### src/rtl/audclk_pkg.sv
package audclk_pkg;

    localparam int NUM_REFS  = 4;
    localparam int CFG_W     = 32;
    localparam int SRC_W     = 3;
    localparam int SEL_W     = 8;
    localparam int DIV_RESET = 2;

    localparam logic [1:0] REF_A = 2'd0;
    localparam logic [1:0] REF_B = 2'd1;
    localparam logic [1:0] REF_C = 2'd2;
    localparam logic [1:0] REF_I = 2'd3;

    localparam int ADDR_CTRL  = 0;
    localparam int ADDR_DIV_A = 1;
    localparam int ADDR_DIV_B = 2;
    localparam int ADDR_PSEL0 = 3;

    localparam int CTRL_OUT_BIT = 31;
    localparam int CTRL_SRCA_LO = 20;
    localparam int CTRL_SRCB_LO = 16;

    localparam logic [SEL_W-1:0] PSEL_I     = 8'h00;
    localparam logic [SEL_W-1:0] PSEL_A     = 8'h01;
    localparam logic [SEL_W-1:0] PSEL_B     = 8'h02;
    localparam logic [SEL_W-1:0] PSEL_C     = 8'h03;
    localparam logic [SEL_W-1:0] PSEL_GEN_A = 8'h10;
    localparam logic [SEL_W-1:0] PSEL_GEN_B = 8'h20;

    typedef struct packed {
        logic       valid;
        logic [1:0] idx;
    } src_dec_t;

    // sparse generator source code to reference index
    function automatic src_dec_t decode_src(input logic [SRC_W-1:0] code);
        src_dec_t r;
        r.valid = 1'b1;
        r.idx   = REF_A;
        case (code)
            3'd0:    r.idx = REF_A;
            3'd1:    r.idx = REF_B;
            3'd2:    r.idx = REF_I;
            3'd4:    r.idx = REF_C;
            default: r.valid = 1'b0;
        endcase
        return r;
    endfunction

endpackage

### src/rtl/audclk_ref_sync.sv
module audclk_ref_sync #(
    parameter int SYNC_STAGES = 2
) (
    input  logic clk,
    input  logic rst_n,
    input  logic ref_in,
    output logic ref_lvl,
    output logic ref_tick
);

    typedef struct packed {
        logic [SYNC_STAGES-1:0] sh;
        logic                   last;
    } sync_st_t;

    sync_st_t st_d, st_q;

    always_comb begin
        st_d      = st_q;
        st_d.sh   = {st_q.sh[SYNC_STAGES-2:0], ref_in};
        st_d.last = st_q.sh[SYNC_STAGES-1];
    end

    always_ff @(posedge clk or negedge rst_n) begin
        if (!rst_n) st_q <= '0;
        else        st_q <= st_d;
    end

    assign ref_lvl  = st_q.sh[SYNC_STAGES-1];
    assign ref_tick = st_q.sh[SYNC_STAGES-1] & ~st_q.last;

    // one count enable per reference rising edge
    a_r2_single_tick: assert property (@(posedge clk) disable iff (!rst_n)
        ref_tick |=> !ref_tick);

endmodule

### src/rtl/audclk_brg.sv
module audclk_brg
    import audclk_pkg::*;
#(
    parameter int DIV_W = 10
) (
    input  logic                clk,
    input  logic                rst_n,
    input  logic [NUM_REFS-1:0] ref_tick,
    input  logic [DIV_W-1:0]    div_cfg,
    input  logic [SRC_W-1:0]    src_cfg,
    output logic                gen_out
);

    localparam int PRE_W    = 2;
    localparam int CNT_BITS = DIV_W - PRE_W;
    localparam int HALF_W   = CNT_BITS + 1 + 2 * ((1 << PRE_W) - 1);

    typedef struct packed {
        logic [DIV_W-1:0]  div;
        logic [SRC_W-1:0]  src;
        logic [HALF_W-1:0] cnt;
        logic              out;
    } brg_st_t;

    localparam brg_st_t BRG_RST = '{
        div: DIV_W'(DIV_RESET),
        src: '0,
        cnt: '0,
        out: 1'b0
    };

    brg_st_t           st_d, st_q;
    src_dec_t          dec;
    logic [HALF_W-1:0] n_val;
    logic [HALF_W-1:0] half;
    logic              tick;
    logic              term;

    assign dec   = decode_src(st_q.src);
    assign n_val = HALF_W'(st_q.div[CNT_BITS-1:0]) + 1'b1;
    // half period = N * 4^p source edges (total divide 2*4^p*N)
    assign half  = n_val << {st_q.div[DIV_W-1 -: PRE_W], 1'b0};
    assign tick  = dec.valid & ref_tick[dec.idx];
    assign term  = tick && (st_q.cnt == half - 1'b1);

    always_comb begin
        st_d = st_q;
        if (tick) begin
            st_d.cnt = term ? '0 : st_q.cnt + 1'b1;
        end
        if (term) begin
            st_d.out = ~st_q.out;
        end
        // settings load at a toggle, or at once if stalled
        if (term || !dec.valid) begin
            st_d.div = div_cfg;
            st_d.src = src_cfg;
            if (!dec.valid) st_d.cnt = '0;
        end
    end

    always_ff @(posedge clk or negedge rst_n) begin
        if (!rst_n) st_q <= BRG_RST;
        else        st_q <= st_d;
    end

    assign gen_out = st_q.out;

    // counter stays inside the active half period
    a_r2_cnt_bound: assert property (@(posedge clk) disable iff (!rst_n)
        st_q.cnt < half);

    // active settings move only together with a toggle or out of a stall
    a_r7_load_at_toggle: assert property (@(posedge clk) disable iff (!rst_n)
        !$stable({st_q.div, st_q.src}) |-> (!$stable(st_q.out) || $past(!dec.valid)));

    // an invalid active source freezes the output
    a_r4_stall_holds: assert property (@(posedge clk) disable iff (!rst_n)
        !dec.valid |=> $stable(st_q.out));

endmodule

### src/rtl/audclk_port_sel.sv
module audclk_port_sel
    import audclk_pkg::*;
(
    input  logic                clk,
    input  logic                rst_n,
    input  logic [SEL_W-1:0]    sel,
    input  logic [NUM_REFS-1:0] ref_lvl,
    input  logic                gen_a,
    input  logic                gen_b,
    output logic                port_clk
);

    typedef struct packed {
        logic pclk;
    } psel_st_t;

    psel_st_t st_d, st_q;
    logic     code_ok;
    logic     mux_val;

    always_comb begin
        code_ok = 1'b1;
        mux_val = 1'b0;
        case (sel)
            PSEL_I:     mux_val = ref_lvl[REF_I];
            PSEL_A:     mux_val = ref_lvl[REF_A];
            PSEL_B:     mux_val = ref_lvl[REF_B];
            PSEL_C:     mux_val = ref_lvl[REF_C];
            PSEL_GEN_A: mux_val = gen_a;
            PSEL_GEN_B: mux_val = gen_b;
            default:    code_ok = 1'b0;
        endcase
    end

    always_comb begin
        st_d      = st_q;
        st_d.pclk = mux_val;
    end

    always_ff @(posedge clk or negedge rst_n) begin
        if (!rst_n) st_q <= '0;
        else        st_q <= st_d;
    end

    assign port_clk = st_q.pclk;

    // undefined select code gives a low port clock
    a_r10_bad_code_low: assert property (@(posedge clk) disable iff (!rst_n)
        $past(!code_ok) |-> !st_q.pclk);

endmodule

### src/rtl/audclk_cfg.sv
module audclk_cfg
    import audclk_pkg::*;
#(
    parameter int NUM_PORTS = 10,
    parameter int DIV_W     = 10,
    parameter int SEL_REGS  = 3,
    parameter int ADDR_W    = 3
) (
    input  logic                       clk,
    input  logic                       rst_n,
    input  logic                       wr_en,
    input  logic [ADDR_W-1:0]          wr_addr,
    input  logic [CFG_W-1:0]           wr_data,
    output logic                       out_sel_b,
    output logic [SRC_W-1:0]           src_a,
    output logic [SRC_W-1:0]           src_b,
    output logic [DIV_W-1:0]           div_a,
    output logic [DIV_W-1:0]           div_b,
    output logic [NUM_PORTS*SEL_W-1:0] psel
);

    localparam int PSEL_BITS = NUM_PORTS * SEL_W;
    localparam int PAD_W     = SEL_REGS * CFG_W;

    typedef struct packed {
        logic                 sel_b;
        logic [SRC_W-1:0]     src_a;
        logic [SRC_W-1:0]     src_b;
        logic [DIV_W-1:0]     div_a;
        logic [DIV_W-1:0]     div_b;
        logic [PSEL_BITS-1:0] psel;
    } cfg_st_t;

    localparam cfg_st_t CFG_RST = '{
        sel_b: 1'b0,
        src_a: '0,
        src_b: '0,
        div_a: DIV_W'(DIV_RESET),
        div_b: DIV_W'(DIV_RESET),
        psel:  '0
    };

    cfg_st_t          st_d, st_q;
    logic [PAD_W-1:0] psel_pad;
    logic             ctrl_wr;

    assign ctrl_wr = wr_en && (wr_addr == ADDR_W'(ADDR_CTRL));

    always_comb begin
        st_d     = st_q;
        psel_pad = PAD_W'(st_q.psel);
        if (ctrl_wr) begin
            st_d.sel_b = wr_data[CTRL_OUT_BIT];
            st_d.src_a = wr_data[CTRL_SRCA_LO +: SRC_W];
            st_d.src_b = wr_data[CTRL_SRCB_LO +: SRC_W];
        end
        if (wr_en && (wr_addr == ADDR_W'(ADDR_DIV_A))) st_d.div_a = wr_data[DIV_W-1:0];
        if (wr_en && (wr_addr == ADDR_W'(ADDR_DIV_B))) st_d.div_b = wr_data[DIV_W-1:0];
        for (int r = 0; r < SEL_REGS; r++) begin
            if (wr_en && (wr_addr == ADDR_W'(ADDR_PSEL0 + r))) begin
                psel_pad[r*CFG_W +: CFG_W] = wr_data;
            end
        end
        st_d.psel = psel_pad[PSEL_BITS-1:0];
    end

    generate
        if (PAD_W > PSEL_BITS) begin : g_pad_tail
            logic unused_pad_tail;
            assign unused_pad_tail = ^psel_pad[PAD_W-1:PSEL_BITS];
        end
    endgenerate

    always_ff @(posedge clk or negedge rst_n) begin
        if (!rst_n) st_q <= CFG_RST;
        else        st_q <= st_d;
    end

    assign out_sel_b = st_q.sel_b;
    assign src_a     = st_q.src_a;
    assign src_b     = st_q.src_b;
    assign div_a     = st_q.div_a;
    assign div_b     = st_q.div_b;
    assign psel      = st_q.psel;

    // control fields change only through a control write
    a_r6_ctrl_only_on_write: assert property (@(posedge clk) disable iff (!rst_n)
        !$past(ctrl_wr) |-> $stable({st_q.sel_b, st_q.src_a, st_q.src_b}));

endmodule

### src/rtl/audclk_gen.sv
module audclk_gen
    import audclk_pkg::*;
#(
    parameter int NUM_PORTS   = 10,
    parameter int NUM_CLKOUT  = 4,
    parameter int DIV_W       = 10,
    parameter int SYNC_STAGES = 2,
    parameter int ALIAS_PORT  = 8,
    parameter int ALIAS_SRC   = 7,
    localparam int SEL_REGS   = (NUM_PORTS + 3) / 4,
    localparam int ADDR_W     = $clog2(ADDR_PSEL0 + SEL_REGS)
) (
    input  logic                  clk,
    input  logic                  rst_n,
    input  logic [NUM_REFS-1:0]   ref_clk,
    input  logic                  wr_en,
    input  logic [ADDR_W-1:0]     wr_addr,
    input  logic [CFG_W-1:0]      wr_data,
    output logic [NUM_CLKOUT-1:0] clk_out,
    output logic [NUM_PORTS-1:0]  port_clk
);

    logic [NUM_REFS-1:0]        ref_lvl;
    logic [NUM_REFS-1:0]        ref_tick;
    logic                       out_sel_b;
    logic [SRC_W-1:0]           src_a, src_b;
    logic [DIV_W-1:0]           div_a, div_b;
    logic [NUM_PORTS*SEL_W-1:0] psel;
    logic                       gen_a, gen_b;

    generate
        for (genvar i = 0; i < NUM_REFS; i++) begin : g_sync
            audclk_ref_sync #(.SYNC_STAGES(SYNC_STAGES)) u_sync (
                .clk      (clk),
                .rst_n    (rst_n),
                .ref_in   (ref_clk[i]),
                .ref_lvl  (ref_lvl[i]),
                .ref_tick (ref_tick[i])
            );
        end
    endgenerate

    audclk_cfg #(
        .NUM_PORTS (NUM_PORTS),
        .DIV_W     (DIV_W),
        .SEL_REGS  (SEL_REGS),
        .ADDR_W    (ADDR_W)
    ) u_cfg (
        .clk       (clk),
        .rst_n     (rst_n),
        .wr_en     (wr_en),
        .wr_addr   (wr_addr),
        .wr_data   (wr_data),
        .out_sel_b (out_sel_b),
        .src_a     (src_a),
        .src_b     (src_b),
        .div_a     (div_a),
        .div_b     (div_b),
        .psel      (psel)
    );

    audclk_brg #(.DIV_W(DIV_W)) u_brg_a (
        .clk      (clk),
        .rst_n    (rst_n),
        .ref_tick (ref_tick),
        .div_cfg  (div_a),
        .src_cfg  (src_a),
        .gen_out  (gen_a)
    );

    audclk_brg #(.DIV_W(DIV_W)) u_brg_b (
        .clk      (clk),
        .rst_n    (rst_n),
        .ref_tick (ref_tick),
        .div_cfg  (div_b),
        .src_cfg  (src_b),
        .gen_out  (gen_b)
    );

    generate
        for (genvar p = 0; p < NUM_PORTS; p++) begin : g_port
            localparam int SRC_PORT = (p == ALIAS_PORT) ? ALIAS_SRC : p;
            audclk_port_sel u_psel (
                .clk      (clk),
                .rst_n    (rst_n),
                .sel      (psel[SRC_PORT*SEL_W +: SEL_W]),
                .ref_lvl  (ref_lvl),
                .gen_a    (gen_a),
                .gen_b    (gen_b),
                .port_clk (port_clk[p])
            );
        end
        if (ALIAS_PORT < NUM_PORTS) begin : g_alias
            logic unused_alias_byte;
            assign unused_alias_byte = ^psel[ALIAS_PORT*SEL_W +: SEL_W];

            // the aliased port mirrors its source port
            a_r9_alias_follows: assert property (@(posedge clk) disable iff (!rst_n)
                port_clk[ALIAS_PORT] == port_clk[ALIAS_SRC]);
        end
    endgenerate

    typedef struct packed {
        logic [NUM_CLKOUT-1:0] clkout;
    } top_st_t;

    top_st_t st_d, st_q;

    always_comb begin
        st_d        = st_q;
        st_d.clkout = {NUM_CLKOUT{out_sel_b ? gen_b : gen_a}};
    end

    always_ff @(posedge clk or negedge rst_n) begin
        if (!rst_n) st_q <= '0;
        else        st_q <= st_d;
    end

    assign clk_out = st_q.clkout;

    // every shared output carries the same level
    a_r5_outputs_agree: assert property (@(posedge clk) disable iff (!rst_n)
        ($countones(clk_out) == 0) || ($countones(clk_out) == NUM_CLKOUT));

endmodule

### config.mk
export PLATFORM = sky130hd
export DESIGN_NAME = audclk_gen
export DESIGN_NICKNAME = d
export VERILOG_FILES = /design/src/rtl/audclk_pkg.sv /design/src/rtl/audclk_ref_sync.sv /design/src/rtl/audclk_brg.sv /design/src/rtl/audclk_port_sel.sv /design/src/rtl/audclk_cfg.sv /design/src/rtl/audclk_gen.sv
export SDC_FILE = /design/constraint.sdc
export NUM_CORES = 1
export LEC_CHECK = 0
export BUFFER_PORTS_ARGS = -buffer_cell sky130_fd_sc_hd__buf_4
export CAP_MARGIN = 0
export CORE_AREA = 2 2 132 134
export DETAILED_ROUTE_END_ITERATION = 12
export DIE_AREA = 0 0 134 136
export HOLD_SLACK_MARGIN = 0.08
export PLACE_DENSITY_LB_ADDON = 0.1
export SLEW_MARGIN = 40
export SYNTH_ARGS = -nofsm -noshare
export SYNTH_HDL_FRONTEND = slang
export SYNTH_SLANG_ARGS = --single-unit
### constraint.sdc
create_clock -name clk -period 5.8 [get_ports clk]
set_clock_uncertainty 0.1 [all_clocks]
set_input_delay 1.45 -clock clk [delete_from_list [all_inputs] [get_ports clk]]
set_output_delay 1.45 -clock clk [all_outputs]
set_load 0.01 [all_outputs]
==> results of run 1 <==
-- synth_stat cells (all sizes together), types with 4 or more instances --
cell / count / area [um2]
o22ai: 8 / 50.1
and4b: 8 / 80.1
clkbuf: 25 / 93.8
o211ai: 7 / 52.6
nand2: 66 / 272
nand4b: 4 / 35.0
nor3b: 4 / 30.0
dfstp: 4 / 105
buf: 32 / 225
a31oi: 10 / 62.6
a311o: 4 / 40.0
o31ai: 5 / 37.5
a2111oi: 4 / 53.8
and3: 9 / 56.3
mux2: 125 / 1420
nor4: 14 / 93.8
o21ai: 27 / 139
mux2i: 4 / 40.0
mux4: 10 / 225
nand2b: 16 / 100
nor3: 12 / 65.1
dfrtp: 175 / 4380
xnor2: 48 / 420
and2: 9 / 56.3
nor2: 84 / 315
nand4: 21 / 131
ha: 6 / 75.1
inv: 20 / 75.1
nand3: 25 / 130
nand3b: 4 / 30.0
o21a: 12 / 90.1
or3: 9 / 56.3
a21oi: 26 / 130
nor2b: 5 / 31.3
xor2: 31 / 272
-- logic make-up (layout without fill, tap and decap cells) --
family / after synthesis / after routing
fa+ha+maj: 6 / 6
flops: 179 / 179
compound gates: 142 / 142
xor+xnor: 80 / 80
simple gates: 302 / 302
mux: 139 / 139
buf+inv: 77 / 113
-- worst max-delay path: cells and delay by family (launching register included) --
kind / cells / cell delay [ps]
muxes: 1 / 400
and+or+nand+nor: 6 / 1950
AOI/OAI and AO/OA: 3 / 1270
DFF: 1 / 790
-- routing by layer --
layer  part of all wire  routed length, um
met1               0.46               9960
met2               0.48              10400
met3              0.039                851
met4              0.019                417
met5                  0                  0
-- final cells by class --
type | count | area, um2
Tap cell | 225 | 282
Multi-Input combinational cell | 669 | 5070
Clock buffer | 18 | 429
Inverter | 20 | 75.1
Timing Repair Buffer | 61 | 482
Sequential cell | 179 | 4480
Clock inverter | 14 | 166
Fill cell | 1303 | 5880
-- power groups by stage --
stage | sequential (mW) | clock [mW] | combinational (mW)
final | 1.99 | 1.13 | 2.34
after global routing | 2.05 | 1.20 | 2.60
after CTS | 1.98 | 1.15 | 2.33
after detailed placement | 2.01 | 0 | 2.31
after global placement | 1.98 | 0 | 2.26
after floorplan | 1.71 | 0 | 2.12
-- state kept, by name, indices dropped and copies added, names as in the netlist, 3 cells and up --
name	count
u_cfg.psel	72
u_brg_a.st_q	28
u_brg_b.st_q	28
u_cfg.div_a	10
u_cfg.div_b	10
g_port.u_psel.port_clk	9
g_sync.u_sync.ref_lvl	4
g_sync.u_sync.st_d	4
g_sync.u_sync.st_q	4
u_cfg.src_a	3
u_cfg.src_b	3
-- metrics by stage --
step	area [um2]	instances	setup slack, ps	hold WS [ps]
after CTS	11000	1186	1130	251
after floorplan	9930	925	1820	231
after global placement	10400	1153	1330	233
final	11000	1186	1160	249
after detailed placement	10400	1154	1160	235
after global routing	11000	1186	862	255
-- how the worst min path moves through the flow --
stage / start / to / cells past startpoint
6_report: g_sync[3].u_sync.st_d[2] / g_sync[3].u_sync.ref_lvl / 0
5_1_grt: g_sync[3].u_sync.st_d[2] / g_sync[3].u_sync.ref_lvl / 0
4_1_cts: g_sync[3].u_sync.st_d[2] / g_sync[3].u_sync.ref_lvl / 0
3_5_place_dp: g_sync[3].u_sync.st_d[2] / g_sync[3].u_sync.ref_lvl / 0
3_3_place_gp: g_sync[3].u_sync.st_d[2] / g_sync[3].u_sync.ref_lvl / 0
2_1_floorplan: g_sync[0].u_sync.st_d[2] / g_sync[0].u_sync.ref_lvl / 0
==> results.ini, run 1 <==
[status]
outcome = finished, final reports clean

[worst_setup_path]
cp_common_cell = nand4_1
critical_path_class = flop to flop
crit_start = u_brg_a.st_q[27]
crit_end = u_brg_a.st_q[28]
timing.rr.end = u_brg_a.st_q[28]
crit_arrival_ps = 4850
critPathCaptureType = flop
required_ps = 6010
worstPathCellList = nor2_1 > a32oi_1 > nand4_1 > nor4_2 > nand4_1 > o41ai_1 > nor4b_1 > nand4_1 > o21ai_4 > mux2_2
worstSetupStartpointType = flop
slowest_delay_ps = 790
path_max_fanout = 23
cp_slowest_cell = dfrtp_1
r2r_setup_slack_ps = 1160
r2r_cells = 10
worstReg2RegStart = u_brg_a.st_q[27]

[sta]
fmax_ghz = 0.216
tightest_slew_ps = 763
slew_headroom = 0.492
finalCritPeriodShare = 0.800
period_needed_ps = 4640
grt_setup_unrepaired = false
final-setup-viol-count = 0
finalHoldViolations = 0
setup-tns-final_ps = 0
drv_slew = 0

[cells_and_area]
postLayoutCoreUtil = 0.651
diodes = 0
drive_above_1_share = 0.256
final_cell_mix = dfrtp_1, mux2_2, nor2_1
syn2layout_area_growth_pct = 10.7
final_common_cell = dfrtp_1
nNetsFinal = 996

[die]
io_pins = 56
start_util = 0.589
rows = 48
die_h_um = 136
dieArea_um2 = 18200
core_um2 = 16900
fp.dieW_um = 134

[power]
p_leak_nw = 4.58
power_mw = 5.47
seq_power_share = 0.364
p_sw_frac = 0.415
p_sw_mw = 2.27
powerDensity_nw_per_um2 = 497
vdd_drop_max_mv = 0.246
p_int_mw = 3.20
p_clk_frac = 0.207
combPwrFrac = 0.429

[min_path]
hp-class = flop to flop

[cts]
clkLatencyLatePin_ps = 430
cts_tree = done
postCtsSetupBuffers = 0
clk_pin_slew_ps = 70
clk_path_buf_depth = 2
cts_resized = 0
cts-root-buf = clkbuf_16
cts_buffers = 17
cts_sinks = 179
htreeDepth = 4
cts_hold_buf = 0

[routing]
drt_iter0_drc = 610
postRouteAntennaNets = 0
vias = 7254
wl_um = 21600
drt-vias-per-instance = 6.12
drc_errors = 0
wl_per_cell_um = 18.2
first_pass_iters = 5

[global_routing]
gr-total-overflow = 0
antenna_found_initial = 0
met3_usage = 0.0425
busiest_layer = met2
grt_pass1_wl_um = 35600
gr-usage-met1 = 0.347
grt_usage = 0.247
use_met2 = 0.395
first_global_vias = 7052
grt_max_degree = 65

[logic_synthesis]
ys.flop_type = dfrtp_1
synth_compound_area_frac = 0.101
synth_area_um2 = 9930
synth_edf_count = 0
synth-adder-area-share = 0.00756
syn_nets = 973
synth_mux_area_frac = 0.170
syn_area_per_cell_um2 = 10.7
synth_top_family_by_area = multiplexers
synth_warnings = 0
synth-seq-cells = 179
synth_xor_area_frac = 0.0719
yosysUniqueCellTypes = 76
synthArstFlopShare = 1.00
synthSimpleGateAreaFrac = 0.159
ys_seq_area_frac = 0.451
synthCells = 925

[placement]
io_buffers = 55
place_congestion = 0.837
dpl.hpwl_um = 15600

[job]
cap_violations = 0

Note: power is estimated with default switching activity, not from simulation.
==> inputs of run 2 (changes only) <==
Clock period 5.8 ns to 4.4 ns, I/O delays scaled along.
==> results.ini, run 2 (same netlist as run 1, synthesis figures left out) <==
[worst_setup_path]
crit_buf_inv = 0  ; unchanged
crit_cells = 11  ; +1
timing.rr.end = u_brg_b.st_q[24]
slowest_delay_ps = 630  ; -160 ps
r2r_setup_slack_ps = 300  ; -860 ps
worstPathCellList = ha_2 > and4_1 > a2111oi_0 > or4_1 > or3_1 > o211a_1 > o31a_1 > a2111oi_4 > nand2_4 > nand2_8 > mux2_2
r2r_cells = 11  ; +1
path_delay_family = simple AND/OR/NAND/NOR gates
required_ps = 4610  ; -1400 ps
crit_arrival_ps = 4310  ; -540 ps
crit_start = u_brg_b.st_q[20]
worstReg2RegStart = u_brg_b.st_q[20]
crit_end = u_brg_b.st_q[24]
cp_slowest_cell = or4_1
critPathCaptureType = flop
worstSetupStartpointType = flop
critical_path_class = flop to flop
path_max_fanout = 26  ; +13%

[die]
fp.dieW_um = 134  ; unchanged
start_util = 0.589  ; unchanged
io_pins = 56  ; unchanged
core_um2 = 16900  ; unchanged
rows = 48  ; unchanged
die_h_um = 136  ; unchanged
dieArea_um2 = 18200  ; unchanged

[global_routing]
grt_max_degree = 80  ; +23%
first_global_vias = 7150  ; +1.4%
grt_pass1_wl_um = 35700  ; +0.19%
antenna_found_initial = 0  ; unchanged
gr-total-overflow = 0  ; unchanged
grt_usage = 0.248  ; +0.00114

[cts]
cts_sinks = 179  ; unchanged
cts_buffers = 17  ; unchanged
clk_pin_slew_ps = 70  ; about the same
clk_path_buf_depth = 2  ; unchanged
cts-root-buf = clkbuf_16
clkLatencyLatePin_ps = 440  ; about the same
cts_tree = done
htreeDepth = 4  ; unchanged
postCtsSetupBuffers = 0  ; unchanged

[routing]
vias = 7154  ; -1.4%
wl_per_cell_um = 17.9  ; -1.6%
met1Wirelength_um = 10000  ; +0.69%
drt-vias-per-instance = 5.98  ; -2.3%
drt_iter0_drc = 482  ; -21%
postRouteAntennaNets = 0  ; unchanged
routed-wl-met3_um = 768  ; -9.8%
wl_met2_um = 10300  ; -0.70%
first_pass_iters = 5  ; unchanged
top_layer = met4
drc_errors = 0  ; unchanged
wl_um = 21400  ; -0.72%

[sta]
period_needed_ps = 4100  ; -537 ps
tightest_slew_ps = 651  ; -112 ps
setup-tns-final_ps = 0  ; unchanged
grt_setup_unrepaired = false
finalCritPeriodShare = 0.932  ; +0.132
slew_headroom = 0.564  ; +0.0723
drv_slew = 0  ; unchanged
finalHoldViolations = 0  ; unchanged
fmax_ghz = 0.244  ; +13%
final-setup-viol-count = 0  ; unchanged

[cells_and_area]
final_area_um2 = 11100  ; +1.1%
diodes = 0  ; unchanged
seq_area_um2 = 4480  ; unchanged
final_cell_mix = dfrtp_1, mux2_2, nor2_1
final_common_cell = dfrtp_1
fill_cells = 1319  ; +1.2%
multi_input_area_um2 = 5070  ; about the same
final_cells = 1197  ; +0.93%
nNetsFinal = 1007  ; +1.1%
largest_register_ffs = 72  ; unchanged
drive_above_1_share = 0.265  ; +0.00945
syn2layout_area_growth_pct = 11.9

[power]
powerDensity_nw_per_um2 = 662  ; +33%
p_leak_nw = 4.65  ; +1.6%
vdd_drop_max_mv = 0.324  ; +32%

[placement]
io_buffers = 55  ; unchanged
dpl.hpwl_um = 15700  ; about the same
place_congestion = 0.861  ; +2.8%
dpl_cell_area_um2 = 10400  ; +0.58%
dpl.cell_count = 1164  ; +0.87%

[min_path]
hp-class = flop to flop

[job]
cap_violations = 0  ; unchanged

[status]
outcome = finished, final reports clean

[run 2: changes by cell type in the layout (fill, tap and decap cells not counted), sizes merged]
cell / before / now
buf: 61 / 72
clkinv: 6 / 9
inv: 27 / 25
bufinv: 0 / 1
clkbuf: 18 / 17
clkinvlp: 1 / 0
[run 2: stage by stage]
stage	setup slack (ps)	hold slack [ps]	power (mW)	util
finish	299	251	7.36	0.659
global route	59.7	254	7.87	0.659
CTS	188	251	7.34	0.657
detailed placement	207	235	5.75	0.619
global placement	311	232	5.65	0.619
floorplan	420	231	5.05	-
[run 2: area by class of cell]
| type | instances | share of cell area |
|---|---|---|
| clock buffer | 17 | 0.0383 |
| timing repair buffer | 72 | 0.0512 |
| clock inverter | 15 | 0.0189 |
| inverter | 20 | 0.00675 |
| multi-input combinational | 669 | 0.456 |
| tap | 225 | 0.0253 |
| sequential | 179 | 0.403 |
[run 2: power breakdown]
group / switching [mW] / internal [mW]
clock: 0.743 / 0.828
sequential: 0.528 / 2.03
combinational: 1.76 / 1.48
total: 3.03 / 4.34
[run 2: how the worst min path moves through the flow]
stage,start,end,slack [ps],depth (start not counted)
2_1_floorplan,g_sync[0].u_sync.st_d[2],g_sync[0].u_sync.ref_lvl,230,0
3_3_place_gp,g_sync[2].u_sync.st_d[2],g_sync[2].u_sync.ref_lvl,230,0
3_5_place_dp,g_sync[1].u_sync.st_d[2],g_sync[1].u_sync.ref_lvl,230,0
4_1_cts,g_sync[2].u_sync.st_d[2],g_sync[2].u_sync.ref_lvl,250,0
5_1_grt,g_sync[1].u_sync.st_d[2],g_sync[1].u_sync.ref_lvl,250,0
6_report,g_sync[1].u_sync.st_d[2],g_sync[1].u_sync.ref_lvl,250,0
[run 2: worst reg2reg max path, cell delays in order, from the launching register on]
cell and delay (ps):
dfstp_2 560, ha_2 290, and4_1 320, a2111oi_0 130, or4_1 630, or3_1 450
o211a_1 230, o31a_1 300, a2111oi_4 290, nand2_4 120, nand2_8 210, mux2_2 370
[run 2: repair_timing]
item / 4_1_cts / 5_1_grt
endpoints found under the setup margin: 0 / 29
hold buffers: 0 / 0
gates resized for setup: 0 / 2
[run 2: metal layers]
layer / GRT usage / vias to the layer above
met5: 0 / -
met4: 0.0786 / 0
met3: 0.0347 / 29
met2: 0.397 / 147
met1: 0.352 / 3566
li1: - / 3412
==> inputs of run 3 (changes only) <==
--- a/config.mk
+++ b/config.mk
@@ -9,4 +9,5 @@
 export CAP_MARGIN = 0
 export CORE_AREA = 2 2 132 134
+export CTS_BUF_LIST = sky130_fd_sc_hd__clkbuf_2
 export DETAILED_ROUTE_END_ITERATION = 12
 export DIE_AREA = 0 0 134 136
==> constraint.sdc (replaced) <==
create_clock -name clk -period 4.4 [get_ports clk]
set_clock_uncertainty 0.1 [all_clocks]
set_input_delay 0.22 -clock clk [delete_from_list [all_inputs] [get_ports clk]]
set_output_delay 0.22 -clock clk [all_outputs]
set_load 0.01 [all_outputs]
==> results.ini, run 3 (same netlist as run 1, synthesis figures left out) <==
[status]
outcome = finished, final reports clean

[sta]
slew_headroom = 0.570  ; +0.00663
tightest_slew_ps = 638  ; -13.1 ps
drv_slew = 0  ; unchanged
finalCritPeriodShare = 0.942  ; +0.0103
grt_setup_unrepaired = false
timing.final.ws_setup_ps = 254  ; -45.5 ps
period_needed_ps = 4150  ; +45.5 ps
holdWs_ps = 177  ; -74.6 ps
final-setup-viol-count = 0  ; unchanged
fmax_ghz = 0.241  ; -1.1%
finalHoldViolations = 0  ; unchanged
setup-tns-final_ps = 0  ; unchanged

[cts]
cts_buffers = 17  ; unchanged
clk_pin_slew_ps = 260  ; +190 ps
clk_path_buf_depth = 2  ; unchanged
cts-root-buf = clkbuf_2
htreeDepth = 4  ; unchanged
cts_tree = done
cts_sinks = 179  ; unchanged
clkLatencyLatePin_ps = 760  ; +320 ps

[routing]
drc_errors = 0  ; unchanged
drt-vias-per-instance = 5.96  ; -0.27%
wl_um = 23400  ; +9.2%
top_layer = met4
vias = 7594  ; +6.2%
wl_per_cell_um = 18.4  ; +2.6%
first_pass_iters = 5  ; unchanged
met1Wirelength_um = 10700  ; +7.0%
routed-wl-met3_um = 754  ; -1.8%
postRouteAntennaNets = 0  ; unchanged
wl_met2_um = 11500  ; +12%
drt_iter0_drc = 532  ; +10%

[cells_and_area]
largest_register_ffs = 72  ; unchanged
nNetsFinal = 1083  ; +7.5%
drive_above_1_share = 0.247  ; -0.0183
final_common_cell = dfrtp_1
final_area_um2 = 11500  ; +3.4%
syn2layout_area_growth_pct = 15.8
final_cell_mix = dfrtp_1, mux2_2, nor2_1

[placement]
dpl_cell_area_um2 = 10400  ; about the same
place_congestion = 0.870  ; +1.1%
dp_slack_ps = 199  ; -7.39 ps
io_buffers = 55  ; unchanged
dpl.hpwl_um = 15600  ; -0.64%

[worst_setup_path]
required_ps = 4950  ; +340 ps
crit_arrival_ps = 4700  ; +390 ps
slowest_delay_ps = 620  ; about the same
cp_slowest_cell = or4_1
path_max_fanout = 26  ; unchanged
critPathCaptureType = flop
worstSetupStartpointType = flop
critical_path_class = flop to flop
worstPathCellList = ha_2 > and4_1 > a2111oi_0 > or4_1 > or3_1 > o211a_1 > o31a_1 > a2111oi_4 > nand2_4 > nand2_8 > mux2_2

[die]
rows = 48  ; unchanged
core_um2 = 16900  ; unchanged
die_h_um = 136  ; unchanged
dieArea_um2 = 18200  ; unchanged
start_util = 0.589  ; unchanged
io_pins = 56  ; unchanged
fp.dieW_um = 134  ; unchanged

[global_routing]
grt_max_degree = 105  ; +31%
first_global_vias = 7671  ; +7.3%
antenna_found_initial = 1  ; +1
grt_usage = 0.270  ; +0.0222
gr-total-overflow = 0  ; unchanged
grt_pass1_wl_um = 38500  ; +7.9%

[power]
p_leak_nw = 4.81  ; +3.4%
power_mw = 6.71  ; -8.9%
powerDensity_nw_per_um2 = 583  ; -12%
vdd_drop_max_mv = 0.270  ; -17%

[job]
cap_violations = 0  ; unchanged

[min_path]
hp-class = input pin to flop

-- run 3: cell count changes in the layout (fill, tap and decap cells not counted), sizes merged --
cell / delta
clkinvlp: +1
diode: +1
buf: -1
clkinv: -3
dlygate4sd3: +77
inv: +3
bufinv: -1
-- run 3: cell type report --
cell class	instances	area [um2]
Clock buffer	17	85.1
Multi-Input combinational cell	669	5080
Timing Repair Buffer	148	1330
Antenna cell	1	2.50
Clock inverter	15	163
Tap cell	225	282
Sequential cell	179	4490
Inverter	20	75.1
Fill cell	1295	5380
-- run 3: per-layer routing --
layer / vias to the layer above / track usage
met4: 0 / 0.0768
met2: 190 / 0.458
li1: 3564 / -
met3: 33 / 0.0403
met1: 3807 / 0.364
met5: - / 0
-- run 3: per-stage QoR --
stage | std cells | util
finish | 1274 | 0.681
global placement | 1163 | 0.618
floorplan | 925 | -
detailed placement | 1163 | 0.619
global route | 1274 | 0.681
CTS | 1270 | 0.679
-- run 3: worst paths after layout --
kind | start | end | slack, ps | cells past startpoint
max in group asynchronous | rst_n | u_brg_a.st_q[19] | 3150 | 4
min | wr_data[16] | u_cfg.psel[16] | 180 | 3
min reg2reg | g_sync[2].u_sync.st_d[2] | g_sync[2].u_sync.ref_lvl | 290 | 0
max reg2reg | u_brg_b.st_q[20] | u_brg_b.st_q[23] | 250 | 11
min in group asynchronous | rst_n | u_brg_b.st_q[20] | 460 | 3
max | u_brg_b.st_q[20] | u_brg_b.st_q[23] | 250 | 11
-- run 3: where the power goes --
part | internal, mW | leakage, nW | switching [mW]
registers | 2.02 | 2.21 | 0.531
logic | 1.53 | 2.45 | 1.78
clock network | 0.190 | 0.148 | 0.648
-- run 3: what timing repair did --
action,CTS,global route
setup endpoints to repair,0,31
gates resized for setup,0,3
endpoints found under the hold margin,257,6
buffers inserted,0,0
hold buffers,75,3
-- run 3: worst max-delay path: cells and delay by family (launching register included) --
kind	cells	cell delay [ps]
AO/OA/AOI/OAI	4	950
adder cells (fa/ha/maj)	1	290
flip-flops	1	610
multiplexers	1	360
AND/OR/NAND/NOR	5	1740
